===== config.mk =====
export PLATFORM = sky130hd
export DESIGN_NAME = serial_rx_16x
export DESIGN_NICKNAME = d
export VERILOG_FILES = /design/src/rtl/serial_rx_pkg.sv /design/src/rtl/rx_sampler.sv /design/src/rtl/rx_frame.sv /design/src/rtl/rx_buffer.sv /design/src/rtl/serial_rx_16x.sv
export SDC_FILE = /design/constraint.sdc
export NUM_CORES = 1
export LEC_CHECK = 0
export BUFFER_PORTS_ARGS = -buffer_cell sky130_fd_sc_hd__buf_2
export CAP_MARGIN = 20
export CELL_PAD_IN_SITES_DETAIL_PLACEMENT = 0
export CELL_PAD_IN_SITES_GLOBAL_PLACEMENT = 2
export CORE_MARGIN = 3
export CORE_UTILIZATION = 38
export CTS_CLUSTER_DIAMETER = 30
export DETAILED_ROUTE_END_ITERATION = 8
export PLACE_DENSITY = 0.81
export SYNTH_ARGS = -nofsm -noshare
export SYNTH_HDL_FRONTEND = slang
export SYNTH_SLANG_ARGS = --single-unit

===== constraint.sdc =====
create_clock -name clk_i -period 2.3 [get_ports clk_i]
set_input_delay 0.23 -clock clk_i [delete_from_list [all_inputs] [get_ports clk_i]]
set_output_delay 0.23 -clock clk_i [all_outputs]
set_load 0.005 [all_outputs]

===== src/rtl/serial_rx_pkg.sv =====
package serial_rx_pkg;
  parameter int unsigned SHIFT_W = 9;
  typedef enum logic [1:0] {ST_IDLE, ST_START, ST_DATA, ST_STOP} rx_state_e;
endpackage


===== src/rtl/rx_sampler.sv =====
module rx_sampler #(
  parameter int unsigned OSR = 16,
  localparam int unsigned SLOT_W = $clog2(OSR + 1),
  localparam int unsigned MID = OSR / 2
) (
  input  logic              clk_i,
  input  logic              rst_ni,
  input  logic              tick_i,
  input  logic              rxd_i,
  input  logic [SLOT_W-1:0] slot_i,
  output logic              start_o,
  output logic              fall_o,
  output logic              vote_en_o,
  output logic              vote_o
);
  logic [2:0] hist_q;
  logic       s_a_q, s_b_q;

  always_ff @(posedge clk_i or negedge rst_ni) begin
    if (!rst_ni) begin
      hist_q <= '0;
      s_a_q  <= 1'b0;
      s_b_q  <= 1'b0;
    end else if (tick_i) begin
      hist_q <= {hist_q[1:0], rxd_i};
      if (slot_i == SLOT_W'(MID))     s_a_q <= rxd_i;
      if (slot_i == SLOT_W'(MID + 1)) s_b_q <= rxd_i;
    end
  end

  assign start_o   = tick_i && (hist_q == 3'b111) && !rxd_i;
  assign fall_o    = tick_i && hist_q[0] && !rxd_i;
  assign vote_en_o = tick_i && (slot_i == SLOT_W'(MID + 2));
  assign vote_o    = (s_a_q & s_b_q) | (s_a_q & rxd_i) | (s_b_q & rxd_i);

  // r3: two matching early samples decide the vote
  a_r3_vote_majority: assert property (@(posedge clk_i) disable iff (!rst_ni)
    vote_en_o && (s_a_q == s_b_q) |-> vote_o == s_a_q);
endmodule


===== src/rtl/rx_frame.sv =====
module rx_frame
  import serial_rx_pkg::*;
#(
  parameter int unsigned OSR = 16,
  localparam int unsigned SLOT_W = $clog2(OSR + 1),
  localparam int unsigned MID = OSR / 2
) (
  input  logic               clk_i,
  input  logic               rst_ni,
  input  logic               tick_i,
  input  logic               nine_bit_i,
  input  logic               start_i,
  input  logic               fall_i,
  input  logic               vote_en_i,
  input  logic               vote_i,
  output logic [SLOT_W-1:0]  slot_o,
  output logic               load_o,
  output logic               nine_o,
  output logic [SHIFT_W-1:0] shift_o
);
  rx_state_e           state_q;
  logic [SLOT_W-1:0]   slot_q;
  logic [3:0]          bit_q;
  logic                last_q, nine_q;
  logic [SHIFT_W-1:0]  sh_q;
  logic                early, late, wrap, last_bit;

  always_comb begin
    early    = (state_q == ST_DATA) && fall_i && last_q && (slot_q < SLOT_W'(MID));
    late     = (state_q == ST_DATA) && fall_i && last_q && (slot_q > SLOT_W'(MID + 2));
    wrap     = tick_i && ((slot_q == SLOT_W'(OSR)) || late);
    last_bit = bit_q == (nine_q ? 4'd9 : 4'd8);
  end

  always_ff @(posedge clk_i or negedge rst_ni) begin
    if (!rst_ni) begin
      state_q <= ST_IDLE;
      slot_q  <= '0;
      bit_q   <= '0;
      last_q  <= 1'b0;
      nine_q  <= 1'b0;
      sh_q    <= '0;
    end else if (tick_i) begin
      if (state_q == ST_IDLE) begin
        if (start_i) begin
          state_q <= ST_START;
          slot_q  <= SLOT_W'(1);
          nine_q  <= nine_bit_i;
        end
      end else begin
        slot_q <= (wrap || early) ? SLOT_W'(1) : slot_q + SLOT_W'(1);
        unique case (state_q)
          ST_START: begin
            if (vote_en_i && vote_i) state_q <= ST_IDLE;   // false start
            else if (wrap) begin
              state_q <= ST_DATA;
              bit_q   <= '0;
              last_q  <= 1'b0;
            end
          end
          ST_DATA: begin
            if (vote_en_i) begin
              sh_q   <= {vote_i, sh_q[SHIFT_W-1:1]};
              bit_q  <= bit_q + 4'd1;
              last_q <= vote_i;
            end
            if (wrap && last_bit) state_q <= ST_STOP;
          end
          ST_STOP: if (wrap) state_q <= ST_IDLE;
          default: state_q <= ST_IDLE;
        endcase
      end
    end
  end

  assign slot_o  = slot_q;
  assign load_o  = (state_q == ST_STOP) && vote_en_i;
  assign nine_o  = nine_q;
  assign shift_o = sh_q;

  a_r2_start_lock: assert property (@(posedge clk_i) disable iff (!rst_ni)
    tick_i && state_q == ST_IDLE && start_i |=> state_q == ST_START && slot_q == SLOT_W'(1));
  a_r4_false_start: assert property (@(posedge clk_i) disable iff (!rst_ni)
    tick_i && state_q == ST_START && vote_en_i && vote_i |=> state_q == ST_IDLE);
  a_r10_slot_range: assert property (@(posedge clk_i) disable iff (!rst_ni)
    state_q != ST_IDLE |-> slot_q >= SLOT_W'(1) && slot_q <= SLOT_W'(OSR));
  a_r10_early_realign: assert property (@(posedge clk_i) disable iff (!rst_ni)
    tick_i && state_q == ST_DATA && fall_i && last_q && slot_q < SLOT_W'(MID)
    |=> slot_q == SLOT_W'(1));
endmodule


===== src/rtl/rx_buffer.sv =====
module rx_buffer
  import serial_rx_pkg::*;
(
  input  logic               clk_i,
  input  logic               rst_ni,
  input  logic               load_i,
  input  logic               nine_i,
  input  logic [SHIFT_W-1:0] shift_i,
  input  logic               rd_i,
  input  logic               rie_i,
  output logic [7:0]         data_o,
  output logic               bit8_o,
  output logic               full_o,
  output logic               irq_o
);
  logic [7:0] data_q;
  logic       bit8_q, full_q;

  always_ff @(posedge clk_i or negedge rst_ni) begin
    if (!rst_ni) begin
      data_q <= '0;
      bit8_q <= 1'b0;
      full_q <= 1'b0;
    end else begin
      if (load_i) begin
        data_q <= nine_i ? shift_i[7:0] : shift_i[8:1];
        bit8_q <= shift_i[8];  // ninth bit, or bit 7 in 8-bit mode
        full_q <= 1'b1;
      end else if (rd_i) begin
        full_q <= 1'b0;
      end
    end
  end

  assign data_o = data_q;
  assign bit8_o = bit8_q;
  assign full_o = full_q;
  assign irq_o  = full_q & rie_i;

  a_r7_load_sets: assert property (@(posedge clk_i) disable iff (!rst_ni)
    load_i |=> full_q);
  a_r8_read_clears: assert property (@(posedge clk_i) disable iff (!rst_ni)
    rd_i && !load_i |=> !full_q);
  a_r7_hold_data: assert property (@(posedge clk_i) disable iff (!rst_ni)
    !load_i |=> $stable(data_q) && $stable(bit8_q));
  a_r9_irq_needs_full: assert property (@(posedge clk_i) disable iff (!rst_ni)
    irq_o |-> full_q);
endmodule


===== src/rtl/serial_rx_16x.sv =====
module serial_rx_16x
  import serial_rx_pkg::*;
#(
  parameter int unsigned OSR = 16,
  localparam int unsigned SLOT_W = $clog2(OSR + 1)
) (
  input  logic       clk_i,
  input  logic       rst_ni,
  input  logic       rxd_i,
  input  logic       tick_i,
  input  logic       nine_bit_i,
  input  logic       rie_i,
  input  logic       rd_i,
  output logic [7:0] data_o,
  output logic       bit8_o,
  output logic       full_o,
  output logic       irq_o
);
  logic [SLOT_W-1:0]  slot;
  logic               start, fall, vote_en, vote, load, nine;
  logic [SHIFT_W-1:0] shift;

  rx_sampler #(.OSR(OSR)) u_sampler (
    .clk_i, .rst_ni, .tick_i, .rxd_i,
    .slot_i(slot), .start_o(start), .fall_o(fall),
    .vote_en_o(vote_en), .vote_o(vote)
  );

  rx_frame #(.OSR(OSR)) u_frame (
    .clk_i, .rst_ni, .tick_i, .nine_bit_i,
    .start_i(start), .fall_i(fall), .vote_en_i(vote_en), .vote_i(vote),
    .slot_o(slot), .load_o(load), .nine_o(nine), .shift_o(shift)
  );

  rx_buffer u_buffer (
    .clk_i, .rst_ni, .load_i(load), .nine_i(nine), .shift_i(shift),
    .rd_i, .rie_i, .data_o, .bit8_o, .full_o, .irq_o
  );
endmodule


==> results.txt, run 1 <==
Cells after DPL: 254
Post-synth ARST share: 1.000
Compound-Gate Fraction of Synth Area: 0.1333
Total track usage: 0.1429
Initial antenna violation count: 0
Worst path arrival time: 2.32 ns
Most frequent cells in the layout: dfrtp_1, buf_2, o21ai_0, mux2_2, nor2_1
IO Pins: 18
Leading cell type in the layout, fill and taps excluded: dfrtp_1
Setup Buffers After CTS: 0
Placed Area: 2062 um^2
Worst hold margin: 0.04382 ns
Critical path buffers and inverters: 1
Vias in the first global route: 1338
Post-detail-place hpwl: 2612 um
Sequential Power Share: 0.469
Worst R2R End: u_frame.bit_q[3]
Detailed-route via count: 1335
Max IR drop VDD: 0.0002767 V
Setup WS post-layout: 0.1619 ns
Combinational family with the most area after synthesis: multiplexers
Met3 wire len: 105 um
Yosys warning count: 0
Final Power: 1.788 mW
Synth cell types: 39
Via/cell ratio: 5.115
Crit start category: flip-flop
# resized after CTS: 0
Die height: 76.63 um
Final Cell Area: 2152 um^2
DR pass1 iterations: 4
Place WS: 0.1695 ns
Drt drc: 0
CTS clk-pin slew, worst paths: 0.07 ns
First-pass GRT wire length: 6665 um
CTS HTree Levels: 2
Status: complete, no violations
CP max-delay cell: dfrtp_1
Post-synth top flop: dfrtp_1
Hold buffer count at cts: 0
Highest routed metal layer: met4
Fin crit share: 0.9296
Post-synth top area cell: dfrtp_1
Routed length per instance: 14.47 um
RSZ-0062 raised after global routing: false
Die Area: 5872 um^2
Pint: 1.191 mW
CP max FO: 7
Syn-to-layout area delta: 13.53%
Gr ovfl total: 0
RePlAce Congestion: 0.8786
Top cells by area, synth: dfrtp_1, mux2_2, ha_1, mux2i_1, o21ai_0
Cts bufs inserted: 5
Synth Area per Inst: 10.96 um^2
M1 WL: 1867 um
Post-synthesis adder-cell area fraction: 0.06469
Comb power frac: 0.271
Nets: 210
Post-synth EDFFs: 0
Seq/Total Area, Yosys: 0.4884
Register-to-Register Path Depth: 7
Input/output buffers: 17
Share of layout cells above drive strength 1: 0.2268
Syn_nets: 189
Leak: 1.067 nW
Slew headroom: 0.4416
Clk_skew: 0.005715 ns
Final Non-Filler Cells: 261
Crit path time final: 2.138 ns
# diodes: 0
CP top delay family: compound AO/OA/AOI/OAI gates
Final WL: 3777 um
Final hold violations: 0
Met2 Routed Length: 1756 um
Tightest Hold Check Type: in2async
Setup tns final: 0 ns
Post-Synthesis Cells: 173
Power Dens Cells: 830.9 nW/um^2
Mux share of post-synthesis cell area: 0.1419
Bufs on Longest Clock Path: 2
Die width: 76.63 um
Clock Sink Count: 37
Final setup violating endpoints: 0
Sw Ratio: 0.3342
Post-Synth Simple-Gate Area: 0.1380
Clock Power Share: 0.260
Final Util: 0.4497
Yosys reg bits: 37
CTS Root Cell: clkbuf_8
Worst-Margin Slew: 0.8376 ns
Initial Util: 0.3961
Kind of critical path: reg2reg
Pin count of the biggest net entering global routing: 38
Drt initial violations: 61
# rows: 25
Clock Latency Late Sink: 0.29 ns
Maximum clock frequency: 467.7 MHz
Final ANT Viol Nets: 0
Critical path required time: 2.48 ns
# fillers: 462
Crit-path max cell delay: 0.43 ns
Critical Path End Type: flip-flop
NetSw: 0.5976 mW
Reg-to-reg setup timing slack: 0.16 ns
TritonCTS clock tree: built
Max Cap Viol: 0
Synth Area in XOR/XNOR: 0.004620
Critical path cell sequence: inv_1 -> ha_1 -> and4bb_4 -> mux2i_1 -> a311o_1 -> or2_4 -> o311ai_1
Slew Viols, Final: 0
R2R Path Start: u_frame.slot_o[0]
Top cell type's share of synthesized area: 0.4884
Core region area: 4786 um^2
Syn Std Cell Area: 1896 um^2
==> state kept, by name, summed over array words and instances, names as in the netlist <==
signal / cells
u_buffer.bit8_o: 1
u_buffer.data_o: 8
u_buffer.full_o: 1
u_frame.bit_q: 4
u_frame.last_q: 1
u_frame.nine_o: 1
u_frame.shift_o: 9
u_frame.slot_o: 5
u_frame.state_q: 2
u_sampler.hist_q: 3
u_sampler.s_a_q: 1
u_sampler.s_b_q: 1
==> worst max path at each step <==
stage | from | endpoint | slack, ns | cells past startpoint
after global placement | u_frame.slot_o[0] | u_frame.bit_q[3] | 0.25 | 7
after floorplan | u_frame.slot_o[0] | u_frame.bit_q[3] | 0.34 | 7
after CTS | u_frame.slot_o[0] | u_frame.bit_q[3] | 0.09 | 7
after global routing | u_frame.slot_o[0] | u_frame.bit_q[3] | 0.02 | 7
after detailed placement | u_frame.slot_o[0] | u_frame.bit_q[3] | 0.17 | 7
final | u_frame.slot_o[0] | u_frame.bit_q[3] | 0.16 | 7
==> layer usage <==
| metal | global-route usage | up-vias |
|---|---|---|
| met5 | 0 | - |
| met4 | 0.04891 | 0 |
| met3 | 0.04019 | 6 |
| met2 | 0.2118 | 15 |
| met1 | 0.2000 | 655 |
| li1 | - | 659 |
==> power groups by stage <==
stage	clock network (mW)	registers, mW	logic (mW)
after floorplan	0	0.820	0.375
after detailed placement	0	0.851	0.479
after global placement	0	0.845	0.467
after CTS	0.477	0.838	0.491
after global routing	0.511	0.856	0.557
final	0.465	0.838	0.485
==> Yosys cell counts, drive strengths merged (5+ instances only) <==
| cell type | n |
|---|---|
| mux2i | 10 |
| o21ai | 15 |
| nor2 | 14 |
| inv | 8 |
| and3 | 6 |
| dfrtp | 37 |
| nor3b | 5 |
| ha | 9 |
| mux2 | 15 |
| a21oi | 8 |
==> area by class of cell <==
cell class / instances / area, um^2 / share of cell area
clock buffers: 6 / 82.58 / 0.03837
multi-input cells: 122 / 914.6 / 0.4250
clock inverters: 1 / 7.507 / 0.003488
repair buffers: 20 / 107.6 / 0.05000
well taps: 67 / 83.83 / 0.03895
flip-flops and latches: 37 / 925.9 / 0.4302
inverters: 8 / 30.03 / 0.01395
==> cells by family after synthesis <==
| logic type | after synthesis |
|---|---|
| compound gates | 40 |
| mux | 25 |
| simple gates | 46 |
| xor+xnor | 1 |
| buf+inv | 14 |
| fa+ha+maj | 10 |
| flops | 37 |
Power figures use the tool's default switching activity.
==> run 2, diff against run 1 <==
--- a/config.mk
+++ b/config.mk
@@ -10,10 +10,11 @@
 export CELL_PAD_IN_SITES_DETAIL_PLACEMENT = 0
 export CELL_PAD_IN_SITES_GLOBAL_PLACEMENT = 2
 export CORE_MARGIN = 3
-export CORE_UTILIZATION = 38
+export CORE_UTILIZATION = 39
 export CTS_CLUSTER_DIAMETER = 30
 export DETAILED_ROUTE_END_ITERATION = 8
-export PLACE_DENSITY = 0.81
+export PLACE_DENSITY = 0.82
 export SYNTH_ARGS = -nofsm -noshare
 export SYNTH_HDL_FRONTEND = slang
+export SYNTH_HIERARCHICAL = 1
 export SYNTH_SLANG_ARGS = --single-unit
==> results.txt, run 2 <==
Post-synth ARST share: 1.000 (unchanged)
Vias in the first global route: 1272 (-4.9%)
CTS HTree Levels: 2 (unchanged)
Status: complete, no violations
# rows: 25 (unchanged)
Crit path time final: 2.120 ns (-0.01771 ns)
Syn Std Cell Area: 1948 um^2 (+2.8%)
Routed length per instance: 13.46 um (-7.0%)
Critical Path End Type: flip-flop
Final hold violations: 0 (unchanged)
Max Cap Viol: 0 (unchanged)
Initial Util: 0.4071 (+0.01098)
Synth Area per Inst: 11.53 um^2 (+5.2%)
Detailed-route via count: 1329 (-0.45%)
Synth cell types: 38 (-2.6%)
Top cells by area, synth: dfrtp_1, mux2_2, mux2i_1, ha_1, nor2_1
Final setup violating endpoints: 0 (unchanged)
Post-synth EDFFs: 0 (unchanged)
Final Util: 0.4675 (+0.01778)
Syn_nets: 184 (-2.6%)
Clock Sink Count: 37 (unchanged)
# resized after CTS: 0 (unchanged)
Critical path cell sequence: inv_1 -> ha_1 -> mux2_2 -> nand3b_1 -> o21a_1 -> mux2_2
Footprint of the multi-input gates: 943.4 um^2 (+3.1%)
Drt drc: 0 (unchanged)
Maximum clock frequency: 471.6 MHz (+0.84%)
Clock Latency Late Sink: 0.29 ns (about the same)
Input/output buffers: 17 (unchanged)
Kind of critical path: reg2reg
Post-Synthesis Cells: 169 (-2.3%)
RePlAce Congestion: 0.7295 (-17%)
Yosys warning count: 6 (+6)
Cts bufs inserted: 5 (unchanged)
Clk_skew: 0.006398 ns (+0.0006828 ns)
Die width: 76.68 um (about the same)
Most frequent cells in the layout: dfrtp_1, buf_2, nor2_1, mux2_2, mux2i_1
Register area: 925.9 um^2 (unchanged)
Post-synth top area cell: dfrtp_1
CTS Root Cell: clkbuf_8
Pin count of the biggest net entering global routing: 38 (unchanged)
Setup Buffers After CTS: 0 (unchanged)
CP max FO: 6 (-1)
Crit start category: flip-flop
DR pass1 iterations: 4 (unchanged)
Tightest Hold Check Type: in2async
Critical path required time: 2.48 ns (about the same)
Final WL: 3581 um (-5.2%)
Via/cell ratio: 4.996 (-2.3%)
CTS clk-pin slew, worst paths: 0.08 ns (about the same)
Syn-to-layout area delta: 14.84%
Worst-Margin Slew: 0.8259 ns (-0.01172 ns)
Die height: 76.68 um (about the same)
Slew Viols, Final: 0 (unchanged)
Gr ovfl total: 0 (unchanged)
RSZ-0062 raised after global routing: false
Total track usage: 0.1272 (-0.01564)
Yosys reg bits: 37 (unchanged)
First-pass GRT wire length: 6023 um (-9.6%)
Die Area: 5879 um^2 (+0.12%)
Leading cell type in the layout, fill and taps excluded: dfrtp_1
TritonCTS clock tree: built
Initial antenna violation count: 0 (unchanged)
Fin crit share: 0.9219 (-0.007699)
Crit-path max cell delay: 0.41 ns (-0.02 ns)
Top cell type's share of synthesized area: 0.4753 (-0.01318)
Share of layout cells above drive strength 1: 0.3065 (+0.07973)
Most common cell in the netlist: dfrtp_1
Seq/Total Area, Yosys: 0.4753 (-0.01318)
Max IR drop VDD: 0.0003606 V (+30%)
Bufs on Longest Clock Path: 2 (unchanged)
Slew headroom: 0.4494 (+0.007811)
Setup tns final: 0 ns (unchanged)
Post-detail-place hpwl: 2557 um (-2.1%)
# fillers: 442 (-4.3%)
Nets: 213 (+1.4%)
Drt initial violations: 64 (+4.9%)
Crit-path most repeated cell: mux2_2
IO Pins: 18 (unchanged)
# diodes: 0 (unchanged)
Max FFs per register: 9 (unchanged)
Final ANT Viol Nets: 0 (unchanged)
CP max-delay cell: dfrtp_1
Leak: 1.085 nW (+1.7%)
Post-synth top flop: dfrtp_1
Core region area: 4786 um^2 (unchanged)
Power Dens Cells: 929.6 nW/um^2 (+12%)
Commonest cells in the synthesized netlist: dfrtp_1, mux2_2, nor2_1
Hold buffer count at cts: 0 (unchanged)
Worst path arrival time: 2.30 ns (-0.02 ns)
-- run 2: changes by cell type after synthesis, moves of 4 or more --
| cell | previous run | this run |
|---|---|---|
| nand3_1 | 4 | 8 |
| o211ai_1 | 1 | 5 |
| and3_1 | 6 | 2 |
| nor3b_1 | 5 | 0 |
| o21ai_0 | 15 | 4 |
-- run 2: cell families (layout without fill, tap and decap cells) --
family          after synthesis  after routing  share of synthesized area
simple gates                 46             46                     0.1368
buf+inv                      14             44                    0.04046
flops                        37             37                     0.4753
mux                          29             29                     0.1657
xor+xnor                      1              1                   0.004497
compound gates               33             33                     0.1208
fa+ha+maj                     9              9                    0.05652
-- run 2: metal layers --
metal / part of all wire / GRT usage / vias to the layer above
met2: 0.47 / 0.2012 / 15
li1: - / - / 662
met1: 0.49 / 0.1673 / 646
met5: 0 / 0 / -
met4: 0.012 / 0.03804 / 0
met3: 0.027 / 0.03873 / 6
-- run 2: path summary, 6_finish.rpt --
| check | start | end | slack [ns] | cells past startpoint |
|---|---|---|---|---|
| max | u_frame/state_q[0] | u_frame/bit_q[0] | 0.18 | 6 |
| min | rst_ni | u_buffer/data_o[3] | 0.03 | 1 |
| max reg2reg | u_frame/state_q[0] | u_frame/bit_q[0] | 0.18 | 6 |
| min reg2reg | u_buffer/full_o | u_buffer/full_o | 0.51 | 1 |
| max in group asynchronous | rst_ni | u_frame/bit_q[2] | 1.75 | 1 |
| min in group clk_i | nine_bit_i | u_frame/nine_o | 0.19 | 2 |
-- run 2: cell type report --
cell class | count | area share
Multi-Input combinational cell | 118 | 0.4217
Sequential cell | 37 | 0.4139
Timing Repair Buffer | 27 | 0.07159
Tap cell | 67 | 0.03747
Clock buffer | 5 | 0.03076
Inverter | 9 | 0.01510
Clock inverter | 3 | 0.009508
-- run 2: per-stage QoR --
step	hold WS, ns	instance area (um^2)	setup slack [ns]	cells	total power, mW
3_5_place_dp	0.3833	2147	0.2018	258	1.637
5_1_grt	0.08752	2237	0.04850	266	2.235
4_1_cts	0.05617	2237	0.1751	266	2.114
6_report	0.02949	2237	0.1796	266	2.080
3_3_place_gp	0.3740	2147	0.2579	258	1.611
2_1_floorplan	-0.06559	1948	0.1415	169	1.408
-- run 2: power by group --
part | switching [mW] | internal (mW) | total, mW
clock network | 0.238 | 0.215 | 0.453
logic | 0.354 | 0.360 | 0.715
registers | 0.123 | 0.789 | 0.912
-- run 2: critical path, delay by kind of cell, from the launching register on --
family	cells	cell delay, ns
buffers and inverters	1	0.14
flip-flops	1	0.41
adder cells (fa/ha/maj)	1	0.30
AND/OR/NAND/NOR	1	0.18
AO/OA/AOI/OAI	1	0.25
multiplexers	2	0.73
